## src/rtl/tod_pkg.sv

```systemverilog
// Package tod_pkg
// Shared sizes, register indices, update step encoding and the
// binary/BCD conversion helpers used by every tod_* module.
// Assumes values handled by the helpers stay below 100.
package tod_pkg;

    localparam int DATA_W  = 8;
    localparam int IDX_W   = 4;
    localparam int NREG    = 10;
    localparam int VAL_W   = 7;

    // Register indices (visible through the read/write ports)
    localparam int IX_SEC   = 0;
    localparam int IX_ASEC  = 1;
    localparam int IX_MIN   = 2;
    localparam int IX_AMIN  = 3;
    localparam int IX_HOUR  = 4;
    localparam int IX_AHOUR = 5;
    localparam int IX_DOW   = 6;
    localparam int IX_DOM   = 7;
    localparam int IX_MON   = 8;
    localparam int IX_YEAR  = 9;

    // Slots of the generic wrapping incrementers
    localparam int F_SEC   = 0;
    localparam int F_MIN   = 1;
    localparam int F_DOM   = 2;
    localparam int F_MON   = 3;
    localparam int F_YR    = 4;
    localparam int FIELD_N = 5;

    typedef enum logic [3:0] {
        ST_IDLE, ST_LEAD, ST_SEC, ST_MIN, ST_HOUR,
        ST_DAY, ST_MON, ST_YEAR, ST_END
    } tod_step_e;

    // Decode a stored byte into its numeric value.
    function automatic logic [VAL_W-1:0] code_to_bin(
        input logic [DATA_W-1:0] v, input logic bin);
        if (bin) return v[VAL_W-1:0];
        return VAL_W'(v[7:4]) * VAL_W'(10) + VAL_W'(v[3:0]);
    endfunction

    // Encode a numeric value into the selected coding.
    function automatic logic [DATA_W-1:0] bin_to_code(
        input logic [VAL_W-1:0] b, input logic bin);
        if (bin) return {1'b0, b};
        return {4'(b / VAL_W'(10)), 4'(b % VAL_W'(10))};
    endfunction

endpackage

```

## src/rtl/tod_field_inc.sv

```systemverilog
// Module tod_field_inc
// Combinational wrapping incrementer for one calendar field. It decodes
// the stored byte, adds one, and wraps to `lo` once the value has
// reached `hi`, then re-encodes the result in the active coding.
// Assumes lo <= hi < 100. Out-of-range inputs wrap at once.
module tod_field_inc
    import tod_pkg::*;
(
    input  logic [DATA_W-1:0] cur,
    input  logic              bin_mode,
    input  logic [VAL_W-1:0]  lo,
    input  logic [VAL_W-1:0]  hi,
    output logic [DATA_W-1:0] nxt,
    output logic              wrap
);

    logic [VAL_W-1:0] val;

    // Compute the next value and whether it wrapped.
    always_comb begin
        val = code_to_bin(cur, bin_mode);
        if (val >= hi) begin
            wrap = 1'b1;
            nxt  = bin_to_code(lo, bin_mode);
        end else begin
            wrap = 1'b0;
            nxt  = bin_to_code(val + VAL_W'(1), bin_mode);
        end
    end

endmodule

```

## src/rtl/tod_hour_inc.sv

```systemverilog
// Module tod_hour_inc
// Combinational next-hour logic for both hour formats. In 24-hour
// format it wraps 23 to 0. In 12-hour format it keeps the PM flag in
// bit 7 and steps 11 to 12 with a flag toggle, and 12 to 1. A day carry
// is raised only on the 24-hour wrap or on 11 PM to 12 AM.
// Assumes the stored hour is valid for the active format.
module tod_hour_inc
    import tod_pkg::*;
(
    input  logic [DATA_W-1:0] cur,
    input  logic              bin_mode,
    input  logic              hr24_mode,
    output logic [DATA_W-1:0] nxt,
    output logic              day_carry
);

    logic [VAL_W-1:0] hval;
    logic [VAL_W-1:0] hnew;
    logic             pm_new;

    // Select the next hour code and the carry for the active format.
    always_comb begin
        hval      = '0;
        hnew      = '0;
        pm_new    = 1'b0;
        day_carry = 1'b0;
        if (hr24_mode) begin
            hval = code_to_bin(cur, bin_mode);
            if (hval >= VAL_W'(23)) begin
                hnew      = '0;
                day_carry = 1'b1;
            end else begin
                hnew = hval + VAL_W'(1);
            end
            nxt = bin_to_code(hnew, bin_mode);
        end else begin
            hval   = code_to_bin({1'b0, cur[6:0]}, bin_mode);
            pm_new = cur[7];
            if (hval == VAL_W'(11)) begin
                hnew      = VAL_W'(12);
                pm_new    = ~cur[7];
                day_carry = cur[7];
            end else if (hval >= VAL_W'(12)) begin
                hnew = VAL_W'(1);
            end else begin
                hnew = hval + VAL_W'(1);
            end
            nxt = bin_to_code(hnew, bin_mode) | {pm_new, 7'd0};
        end
    end

endmodule

```

## src/rtl/tod_month_len.sv

```systemverilog
// Module tod_month_len
// Returns the last day of the month held in `month`, decoded in the
// active coding. Leap years are not modelled, so February always has 28.
// Assumes month is 1..12. Any other value yields 31.
module tod_month_len
    import tod_pkg::*;
(
    input  logic [DATA_W-1:0] month,
    input  logic              bin_mode,
    output logic [VAL_W-1:0]  last_day
);

    logic [VAL_W-1:0] mval;

    // Fixed month-length lookup.
    always_comb begin
        mval = code_to_bin(month, bin_mode);
        case (mval)
            VAL_W'(2):                                   last_day = VAL_W'(28);
            VAL_W'(4), VAL_W'(6), VAL_W'(9), VAL_W'(11): last_day = VAL_W'(30);
            default:                                     last_day = VAL_W'(31);
        endcase
    end

endmodule

```

## src/rtl/tod_calendar_counter.sv

```systemverilog
// Module tod_calendar_counter
// Ten-byte calendar/time-of-day counter. An accepted tick raises busy,
// waits LEAD_CYC cycles, then advances one field per cycle from seconds
// to year. A carry moves upward only when a field wraps. The block ends
// each update with an upd_done pulse and, on an alarm match, an
// alarm_hit pulse.
// Assumes sec_tick is a one-cycle pulse at most once per update and
// that software loads only values that are valid for the active modes.
module tod_calendar_counter
    import tod_pkg::*;
#(
    parameter int LEAD_CYC = 2
) (
    input  logic              clk,
    input  logic              rst_n,
    input  logic              sec_tick,
    input  logic              bin_mode,
    input  logic              hr24_mode,
    input  logic              hold,
    input  logic              wr_en,
    input  logic [IDX_W-1:0]  wr_idx,
    input  logic [DATA_W-1:0] wr_data,
    input  logic [IDX_W-1:0]  rd_idx,
    output logic [DATA_W-1:0] rd_data,
    output logic              busy,
    output logic              upd_done,
    output logic              alarm_hit
);

    localparam int LCW = (LEAD_CYC > 1) ? $clog2(LEAD_CYC) : 1;

    tod_step_e         state_q;
    logic [LCW-1:0]    lead_q;
    logic              carry_q;
    logic [DATA_W-1:0] tod_q [0:NREG-1];

    logic [DATA_W-1:0] f_cur  [FIELD_N];
    logic [VAL_W-1:0]  f_lo   [FIELD_N];
    logic [VAL_W-1:0]  f_hi   [FIELD_N];
    logic [DATA_W-1:0] f_nxt  [FIELD_N];
    logic [FIELD_N-1:0] f_wrap;

    logic [VAL_W-1:0]  mon_last;
    logic [DATA_W-1:0] hour_nxt;
    logic              hour_carry;
    logic [DATA_W-1:0] dow_nxt;
    logic              alarm_eq;
    logic              wr_alarm;
    logic              wr_in_range;

    // Route each generic field to its incrementer with its bounds.
    always_comb begin
        f_cur[F_SEC] = tod_q[IX_SEC];  f_lo[F_SEC] = '0;          f_hi[F_SEC] = VAL_W'(59);
        f_cur[F_MIN] = tod_q[IX_MIN];  f_lo[F_MIN] = '0;          f_hi[F_MIN] = VAL_W'(59);
        f_cur[F_DOM] = tod_q[IX_DOM];  f_lo[F_DOM] = VAL_W'(1);   f_hi[F_DOM] = mon_last;
        f_cur[F_MON] = tod_q[IX_MON];  f_lo[F_MON] = VAL_W'(1);   f_hi[F_MON] = VAL_W'(12);
        f_cur[F_YR]  = tod_q[IX_YEAR]; f_lo[F_YR]  = '0;          f_hi[F_YR]  = VAL_W'(99);
    end

    for (genvar g = 0; g < FIELD_N; g++) begin : g_field
        tod_field_inc u_inc (
            .cur      (f_cur[g]),
            .bin_mode (bin_mode),
            .lo       (f_lo[g]),
            .hi       (f_hi[g]),
            .nxt      (f_nxt[g]),
            .wrap     (f_wrap[g])
        );
    end

    tod_month_len u_mlen (
        .month    (tod_q[IX_MON]),
        .bin_mode (bin_mode),
        .last_day (mon_last)
    );

    tod_hour_inc u_hour (
        .cur       (tod_q[IX_HOUR]),
        .bin_mode  (bin_mode),
        .hr24_mode (hr24_mode),
        .nxt       (hour_nxt),
        .day_carry (hour_carry)
    );

    // Weekday 1..7 has the same code in both codings.
    assign dow_nxt = (tod_q[IX_DOW] >= DATA_W'(7)) ? DATA_W'(1) : tod_q[IX_DOW] + DATA_W'(1);

    // Compare the time bytes with their alarm bytes.
    assign alarm_eq = (tod_q[IX_SEC]  == tod_q[IX_ASEC]) &&
                      (tod_q[IX_MIN]  == tod_q[IX_AMIN]) &&
                      (tod_q[IX_HOUR] == tod_q[IX_AHOUR]);

    assign wr_in_range = (wr_idx < IDX_W'(NREG));
    assign wr_alarm    = wr_idx[0] && (wr_idx <= IDX_W'(IX_AHOUR));

    // Update sequencer, field registers and host writes.
    always_ff @(posedge clk) begin
        if (!rst_n) begin
            state_q   <= ST_IDLE;
            lead_q    <= '0;
            carry_q   <= 1'b0;
            upd_done  <= 1'b0;
            alarm_hit <= 1'b0;
            for (int i = 0; i < NREG; i++) tod_q[i] <= '0;
            tod_q[IX_DOW] <= DATA_W'(1);
            tod_q[IX_DOM] <= DATA_W'(1);
            tod_q[IX_MON] <= DATA_W'(1);
        end else begin
            upd_done  <= 1'b0;
            alarm_hit <= 1'b0;
            case (state_q)
                ST_IDLE: begin
                    if (sec_tick && !hold) begin
                        state_q <= ST_LEAD;
                        lead_q  <= LCW'(LEAD_CYC - 1);
                    end
                end
                ST_LEAD: begin
                    if (lead_q == '0) state_q <= ST_SEC;
                    else              lead_q  <= lead_q - LCW'(1);
                end
                ST_SEC: begin
                    tod_q[IX_SEC] <= f_nxt[F_SEC];
                    carry_q       <= f_wrap[F_SEC];
                    state_q       <= ST_MIN;
                end
                ST_MIN: begin
                    if (carry_q) begin
                        tod_q[IX_MIN] <= f_nxt[F_MIN];
                        carry_q       <= f_wrap[F_MIN];
                    end
                    state_q <= ST_HOUR;
                end
                ST_HOUR: begin
                    if (carry_q) begin
                        tod_q[IX_HOUR] <= hour_nxt;
                        carry_q        <= hour_carry;
                    end
                    state_q <= ST_DAY;
                end
                ST_DAY: begin
                    if (carry_q) begin
                        tod_q[IX_DOW] <= dow_nxt;
                        tod_q[IX_DOM] <= f_nxt[F_DOM];
                        carry_q       <= f_wrap[F_DOM];
                    end
                    state_q <= ST_MON;
                end
                ST_MON: begin
                    if (carry_q) begin
                        tod_q[IX_MON] <= f_nxt[F_MON];
                        carry_q       <= f_wrap[F_MON];
                    end
                    state_q <= ST_YEAR;
                end
                ST_YEAR: begin
                    if (carry_q) begin
                        tod_q[IX_YEAR] <= f_nxt[F_YR];
                        carry_q        <= f_wrap[F_YR];
                    end
                    state_q <= ST_END;
                end
                ST_END: begin
                    state_q   <= ST_IDLE;
                    upd_done  <= 1'b1;
                    alarm_hit <= alarm_eq;
                end
                default: state_q <= ST_IDLE;
            endcase
            if (wr_en && wr_in_range && (wr_alarm || (hold && state_q == ST_IDLE)))
                tod_q[wr_idx] <= wr_data;
        end
    end

    assign busy    = (state_q != ST_IDLE);
    assign rd_data = (rd_idx < IDX_W'(NREG)) ? tod_q[rd_idx] : '0;


    hold_blocks_start_chk: assert property (@(posedge clk) disable iff (!rst_n)
        $rose(busy) |-> !$past(hold));


    sec_moves_only_by_step_or_write_chk: assert property (@(posedge clk) disable iff (!rst_n)
        !$stable(tod_q[IX_SEC]) |-> ($past(state_q) == ST_SEC || ($past(wr_en) && $past(hold))));


    done_follows_busy_chk: assert property (@(posedge clk) disable iff (!rst_n)
        upd_done |-> (!busy && $past(busy)));


    alarm_with_done_chk: assert property (@(posedge clk) disable iff (!rst_n)
        alarm_hit |-> upd_done);


    no_restart_when_busy_chk: assert property (@(posedge clk) disable iff (!rst_n)
        (busy && state_q != ST_END) |=> busy);

endmodule

```

## config.mk

```make
export PLATFORM = sky130hd
export DESIGN_NAME = tod_calendar_counter
export DESIGN_NICKNAME = d
export VERILOG_FILES = /design/src/rtl/tod_pkg.sv /design/src/rtl/tod_field_inc.sv /design/src/rtl/tod_hour_inc.sv /design/src/rtl/tod_month_len.sv /design/src/rtl/tod_calendar_counter.sv
export SDC_FILE = /design/constraint.sdc
export NUM_CORES = 1
export LEC_CHECK = 0
export ABC_AREA = 1
export CORE_AREA = 2 2 108 188
export DETAILED_ROUTE_END_ITERATION = 12
export DIE_AREA = 0 0 110 190
export GPL_TIMING_DRIVEN = 0
export PLACE_DENSITY = 0.68
export SKIP_LAST_GASP = 1
export SLEW_MARGIN = 20
export SYNTH_ARGS = -nofsm -noshare
export SYNTH_HDL_FRONTEND = slang
export SYNTH_SLANG_ARGS = --single-unit
```

## constraint.sdc

```tcl
create_clock -name clk -period 6.15 [get_ports clk]
set_clock_uncertainty 0.05 [all_clocks]
set_input_delay 0.9225 -clock clk [delete_from_list [all_inputs] [get_ports clk]]
set_output_delay 0.9225 -clock clk [all_outputs]
set_load 0.005 [all_outputs]
```

# Word-level counts from Yosys, hierarchy flattened
# Memory sizes are Yosys's and may differ from the RTL's.
# Index checks and enable logic that the tools add are counted.
# classes
muxes	123
mul	7
n_addsub	16
div	14
bitwise_logic	12
order_cmp	11
eq_ne	19
n_reduce_logical	18
# op_table
cell	count
$mux W8	41
$mux W7	20
$mux W1	55
$add A7 B1 Y7 const B	7
$add A7 B4 Y7	7
$div A7 B4 Y7 const B	7
$mod A7 B4 Y7 const B	7
$mul A4 B3 Y6 const B	6
$pmux W4 S8	1
$eq A8 B8 Y1	3
$eq A7 B4 Y1 const B	3
$eq A4 B3 Y1 const B	4
$eq A7 B3 Y1 const B	2
$ge A7 B4 Y1 const B	2
$ge A7 B6 Y1 const B	2
$mux W4	3
$or A1 B1 Y1	10
$add A8 B1 Y8 const B	1
$eq A4 B2 Y1 const B	2
$ge A8 B3 Y1 const B	1
$lt A4 B4 Y1 const B	2
$or A8 B8 Y8	1
$reduce_or A8 Y1	1
$eq A7 B2 Y1 const B	1
other kinds (22)	31
# word_totals
mem_count	1
out_inout_bits	11
input_bits	23
mem_bits_rw	80
word_cells	226
register_bits	8
# memory_table
name	words	word_bits	read_ports	rd_ports_with_merged_regs	write_ports	line_no	rtl
tod_q	10	8	11	0	10	tod_calendar_counter.sv:35	logic [DATA_W-1:0] tod_q [0:NREG-1];

# Logic depth before layout (Yosys ltp)
# Gate-level depths: netlist of the first run.
# An unclocked memory read counts as a cell.
# depth
word_depth	15
depth_mapped	33
depth_no_buf	33

# Modules after synthesis
# A second synthesis of the first run with hierarchy kept.
# unflattened
hier_cells	2188
area_unflattened_um2	13993.4
# by_module_without_submodules
mod	n_inst	area_each_um2	seq_area_each_um2	cells_each
tod_field_inc	5	1485.2	0.0	263
tod_calendar_counter	1	4963.5	2562.5	592
tod_hour_inc	1	1232.4	0.0	216
tod_month_len	1	371.6	0.0	65

# Worst setup path after synthesis of the first run
# OpenSTA, ideal clock, no wires.
# synth_path
path_type	register to register
startpoint	mem tod_q[4][4]
endpoint	mem tod_q[4][1], data pin
setup_ps	252
stages_incl_launch_ff	26
setup_slack_ps	2255
arrival_time_ps	3593
synth_period_minus_slack_ps	3895
n_path_buf	0
required_ps	5848
cell_sequence	edfxtp_1 ha_1 ha_1 nand2_1 nand2_1 a31oi_1 nor3_1 or2_2 nand3_1 o21ai_0 nand3b_1 nor2_1 inv_2 o21ai_0 inv_1 ha_1 nand3b_1 nand2_1 o21bai_1 nand2_1 nand2_1 nand2_1 nand2_1 nand2_1 nand2_1 nand2_1
# synth_lines
element	line_no
start: declaration	tod_calendar_counter.sv:35

==> flow_summary_export.csv, run 1 <==
group,metric,value,unit
grt,grt_pass1_vias,9728,
sta,hold_viol_final,0,
synth,yosys_warnings,0,
die,die_y,190,um
placement,dp_hpwl,25200,um
finish,drive_gt1_share,8.03,%
synth,ys_types,54,
setup_path,required,6.27,ns
setup_path,cp_max_fo,5,
synth,avgSynthCellArea,6.61,sq um
synth,synth.most_common_cell,"nand2_1",
die,rows,68,
synth,syn_nets,1600,
sta,rsz0062_at_grt,"false",
job,drv_cap,0,
sta,setup_viol,0,
synth,synth_top_cell_area_share,24.3,%
grt,grt_antenna_before_repair,0,
power,max-vdd-ir-drop,122,uV
setup_path,crit_family,"simple AND/OR/NAND/NOR gates",
power,power.leakage,5.20,nW
sta,fin_crit_sh,82.3,%
detailed_routing,firstDrtPassIters,5,
detailed_routing,antenna_left,0,
finish,nets,1642,
setup_path,crit_type,"flop to flop",
synth,yosys.area.top_type,"edfxtp_1",
clocking,cts_buffers,9,
sta,drv_slew,0,
synth,synth_area,0.00990,sq mm
setup_path,startpoint_type,"flop",
die,die_area,0.0209,sq mm
clocking,clkTransAtPathRegs,0.07,ns
clocking,clockBufferDepth,2,
sta,tns,0,ns
finish,antennaDiodeCount,0,
setup_path,cp_cell_sequence,"ha_1 -> ha_1 -> fa_1 -> nand2_1 -> nor2_1 -> nand2_1 -> nand2_1 -> nand2_1 -> nand2_1 -> nand2_1 -> nand2_1 -> nand4_1 -> nor4b_1 -> nor2_1 -> ha_1 -> inv_1 -> nand2_1 -> a21oi_1 -> nor2_1 -> nor3_1 -> nand2_1 -> a21oi_1 -> o21ai_0 -> o21ai_0",
grt,grt_pass1_wl,49200,um
die,core,0.0195,sq mm
synth,synth_edf_count,80,
clocking,cts-hold-fix-buffers,0,
sta,layout_setup_ws,1.09,ns
clocking,cts_setup_buffers,0,
finish,fin_util,55.4,%
detailed_routing,wire_per_inst,17.7,um
worst_hold_path,whs_path_depth,2,
setup_path,cp-end-kind,"flop",
outcome,outcome,"finished clean",
sta,period_minus_slack,5.06,ns
detailed_routing,num_vias,9989,
placement,place.gp.congestion,0.992,
placement,place_ws,0.815,ns
detailed_routing,drc,0,
synth,synthFlopType,"edfxtp_1",
detailed_routing,first_iter_violations,666,
grt,grt_usage,31.2,%
detailed_routing,viasPerCell,5.58,
sta,worst_pin_slew,0.911,ns
setup_path,path_depth,24,
finish,area_growth,9.13,%
setup_path,crit_arrival,5.18,ns
clocking,insertion_delay,0.35,ns
synth,synth-seq-cells,88,
synth,synthCells,1497,
power,total_power,2.06,mW
die,ios,34,
power,power.density,191,mW/mm^2
clocking,cts_max_level,3,
synth,async_flop_share,0,%
worst_hold_path,hp-class,"flop to flop",
setup_path,cpPeakStageDelay,0.67,ns
clocking,root_buffer,"clkbuf_16",
sta,max_slew_margin,39.2,%
detailed_routing,routed_wl,31700,um
setup_path,r2r_cells,24,
die,start_util,50.8,%
clocking,clock_sinks,88,
synth,synth-seq-area-share,25.9,%
synth,yosys-top-cells-area,"edfxtp_1 (24%), nand2_1 (16%), ha_1 (8.6%)",
grt,grt_overflow_total,0,
setup_path,path_buf_inv,1,
clocking,cts_tree,"built",
die,die-width,110,um
sta,fmax,198,MHz
clocking,cts_resized,0,
grt,grt_max_degree,18,
placement,port_buffers,31,
setup_path,crit_slowest_cell,"nor3_1",
sta,fin_hold_ws,0.435,ns
synth,synth_commonest_cells,"nand2_1 (415), inv_1 (194), nor2_1 (143)",
setup_path,cpMostUsedCell,"nand2_1",
final timing paths:
path | from | to | slack [ns]
worst max-delay path | tod_q[8][5] | tod_q[7][5] | 1.09
worst min-delay path | lead_q | lead_q | 0.43
worst max register to register | tod_q[8][5] | tod_q[7][5] | 1.09
worst min register to register | lead_q | lead_q | 0.43
cell usage in the layout (no fill, tap or decap), drive strengths merged, types with 17 or more instances in the layout:
master / count
inv: 217
nand4: 19
nand3: 152
clkdlybuf4s50: 31
o21ai: 137
nor2: 153
clkbuf: 30
xnor2: 17
a21oi: 44
ha: 68
nand2: 443
o22ai: 24
edfxtp: 80
logic make-up (layout without fill, tap and decap cells):
group / Yosys count / count (layout) / share of synthesized area (%)
adder cells (fa/ha/maj): 80 / 80 / 11.0
buffers and inverters: 250 / 297 / 9.81
flip-flops: 88 / 88 / 25.9
XOR/XNOR: 27 / 27 / 2.81
AND/OR/NAND/NOR: 810 / 810 / 36.5
AO/OA/AOI/OAI: 242 / 242 / 13.9
tightest hold or removal path, stage by stage (launching register included):
cell and delay, ns:
dfxtp_1 0.31, o21ai_0 0.07, a21oi_1 0.06
power breakdown:
group / total, mW / switching [mW] / internal [mW]
Sequential: 0.716 / 0.0389 / 0.677
Clock: 0.537 / 0.254 / 0.283
Combinational: 0.812 / 0.534 / 0.278
layer usage:
metal  GRT usage, %  share of wire (%)
met2           55.8                 51
met5              0                  0
met4           17.7                6.7
met3           3.15                4.9
met1           35.0                 38
per-stage QoR:
| step | instances | instance area, sq um |
|---|---|---|
| after floorplan | 1497 | 9900 |
| after global placement | 1773 | 10500 |
| after detailed placement | 1773 | 10500 |
| after CTS | 1789 | 10800 |
| after global routing | 1789 | 10800 |
| final | 1789 | 10800 |
sequential cells by signal, summed over array words and instances (netlist names):
name	cells
lead_q	1
tod_q	80
upd_done	1
alarm_hit	1
state_q	4
carry_q	1
final cells by class:
cell class / count / area (sq um)
Tap cell: 245 / 307
Clock inverter: 7 / 61.3
Clock buffer: 9 / 225
Timing Repair Buffer: 31 / 310
Inverter: 219 / 822
Fill cell: 1988 / 8680
Sequential cell: 88 / 2560
Buffer: 31 / 149
Multi-Input combinational cell: 1159 / 6360
Note: power is estimated with default switching activity, not from simulation.
==> run 2: changes to the inputs <==
==> constraint.sdc (replaced) <==
create_clock -name clk -period 5 [get_ports clk]
set_clock_uncertainty 0.05 [all_clocks]
set_input_delay 0.75 -clock clk [delete_from_list [all_inputs] [get_ports clk]]
set_output_delay 0.75 -clock clk [all_outputs]
set_load 0.005 [all_outputs]
==> run 2 against run 1 <==
Utilization grew 0.084 points. Highest routed layer unchanged. Hold slack got worse by 0.00089 ns. Critical endpoint unchanged. Sequential power up 23%.
==> flow_summary_export.csv, run 2 (synthesis results as in run 1) <==
group,metric,value,unit
outcome,outcome,"finished clean",
sta,fin_hold_ws,0.434,ns
power,clockPowerShare,26.0,%
power,pwr-share-seq,34.6,%
finish,nets,1641,
sta,fmax,214,MHz
setup_path,regToRegSetupSlack,0.32,ns
finish,top_regs,"tod_q x80, state_q x4",
grt,grt_antenna_before_repair,0,
detailed_routing,antenna_left,0,
placement,port_buffers,31,
setup_path,crit_arrival,4.80,ns
detailed_routing,routed_wl,31800,um
sta,max_slew_margin,37.8,%
worst_hold_path,hp-class,"flop to flop",
finish,layout_commonest_cell,"nand2_1",
setup_path,r2r_cells,26,
placement,dp_hpwl,25200,um
sta,worst_pin_slew,0.933,ns
job,drv_cap,0,
detailed_routing,firstDrtPassIters,5,
sta,setup_viol,0,
sta,hold_viol_final,0,
detailed_routing,wire_per_inst,17.8,um
power,total_power,2.54,mW
finish,drive_gt1_share,8.23,%
finish,area_growth,9.29,%
detailed_routing,viasPerCell,5.61,
setup_path,cp_max_fo,5,
setup_path,reg2reg_to,"tod_q[7][5]",
die,core,0.0195,sq mm
die,start_util,50.8,%
setup_path,crit_type,"flop to flop",
power,p_int,1.52,mW
finish,antennaDiodeCount,0,
sta,period_minus_slack,4.68,ns
grt,grt_pass1_wl,49200,um
clocking,clock_sinks,88,
power,max-vdd-ir-drop,150,uV
detailed_routing,num_vias,10000,
detailed_routing,drc,0,
finish,largest_reg_flops,80,
clocking,clockBufferDepth,2,
die,die_y,190,um
grt,grt_pass1_vias,9728,
finish,top_register,"tod_q",
power,power.leakage,5.20,nW
die,ios,34,
clocking,cts_buffers,9,
grt,grt_usage,31.2,%
power,power.switching,1.02,mW
clocking,root_buffer,"clkbuf_16",
power,power.density,235,mW/mm^2
setup_path,r2r-start,"tod_q[8][5]",
sta,rsz0062_at_grt,"true",
setup_path,cp-end-kind,"flop",
detailed_routing,first_iter_violations,615,
clocking,cts_tree,"built",
sta,drv_slew,0,
finish,layout_common_cells,"nand2_1 (415), inv_1 (194), nor2_1 (143), nand3_1 (134), o21ai_0 (115)",
die,die-width,110,um
worst_hold_path,hp-start,"lead_q",
sta,fin_crit_sh,93.5,%
grt,grt_max_degree,18,
power,combPwrFrac,39.3,%
worst_hold_path,whs_path_depth,2,
clocking,cts_max_level,3,
clocking,insertion_delay,0.35,ns
setup_path,required,5.13,ns
finish,fillCellCount,1992,
power,p_sw_share,40.1,%
die,die_area,0.0209,sq mm
grt,grt_overflow_total,0,
worst_hold_path,min_to,"lead_q",
placement,place.gp.congestion,0.992,
die,rows,68,
clocking,clkTransAtPathRegs,0.07,ns
setup_path,startpoint_type,"flop",
-- run 2: cell types whose count changed in the layout (fill, tap and decap cells not counted), sizes merged --
cell / previous run / this run
buf: 10 / 8
clkbuf: 30 / 31
-- run 2: power groups by stage --
stage | sequential [mW] | combinational (mW) | clock [mW]
after floorplan | 0.873 | 0.754 | 0
after global placement | 0.895 | 0.972 | 0
after detailed placement | 0.895 | 0.989 | 0
after CTS | 0.879 | 0.997 | 0.665
after global routing | 0.883 | 1.14 | 0.691
final | 0.880 | 1.00 | 0.662
-- run 2: cell type report --
| cell class | count | area [sq um] | share of cell area (%) |
|---|---|---|---|
| repair buffers | 31 | 310 | 2.87 |
| flip-flops and latches | 88 | 2560 | 23.7 |
| clock buffers | 9 | 225 | 2.08 |
| multi-input cells | 1159 | 6380 | 59.0 |
| plain buffers | 30 | 148 | 1.36 |
| well taps | 245 | 307 | 2.83 |
| inverters | 219 | 822 | 7.60 |
| clock inverters | 7 | 61.3 | 0.567 |
-- run 2: worst max-delay path: stages, from the launching register on --
cell and delay (ns):
edfxtp_1 0.51, ha_1 0.34, ha_1 0.21, fa_1 0.54, nand2_1 0.08, nor2_1 0.09, nand2_1 0.07, nand2_1 0.06
nand2_1 0.04, nand2_1 0.05, nand2_1 0.04, nand2_1 0.12, nand4_1 0.14, a21oi_1 0.19, inv_1 0.13, a21oi_1 0.17
nor2_1 0.08, ha_1 0.28, inv_1 0.06, nand2_1 0.05, a21oi_1 0.17, nor2_1 0.08, nor3_2 0.40, nand2_1 0.20
a21oi_1 0.14, o21ai_0 0.10, o21ai_0 0.12
-- run 2: per-stage QoR --
stage                     std cells  TNS (ns)  worst slack (ns)  cell area (sq um)  utilization (%)
final                          1788         0             0.324              10800             55.5
after CTS                      1789         0           0.00967              10800             55.4
after global placement         1773    -0.231            -0.109              10500             54.0
after floorplan                1497         0              1.10               9900                -
after global routing           1788  -0.00425          -0.00425              10800             55.5
after detailed placement       1773    -0.401            -0.163              10500             54.0
-- run 2: worst max-delay path by stage --
stage                      startpoint          end  cells past startpoint
after floorplan           tod_q[4][4]  tod_q[4][1]                     25
after global placement       bin_mode  tod_q[4][1]                     23
after detailed placement     bin_mode  tod_q[4][1]                     23
after CTS                 tod_q[8][5]  tod_q[7][5]                     24
after global routing      tod_q[8][5]  tod_q[7][5]                     26
final                     tod_q[8][5]  tod_q[7][5]                     26
-- run 2: metal layers --
metal  part of all wire, %  vias up  track usage, %
met5                     0        -               0
met4                   7.2        0            17.7
met3                   5.5      106            3.15
met2                    50      324            55.8
met1                    37     4590            35.0
li1                      -     5003               -
-- run 2: timing repair --
item | CTS | global route
hold buffers | 0 | 0
resized for setup | 0 | 6
setup buffers | 0 | 0
endpoints found under the setup margin | 0 | 8
==> run 3: changes to the inputs <==
--- a/config.mk
+++ b/config.mk
@@ -16,3 +16,4 @@
 export SYNTH_ARGS = -nofsm -noshare
 export SYNTH_HDL_FRONTEND = slang
 export SYNTH_SLANG_ARGS = --single-unit
+export TNS_END_PERCENT = 10
==> results of run 3 <==
No change in the layout: final DEF, timing and power equal those of run 2.
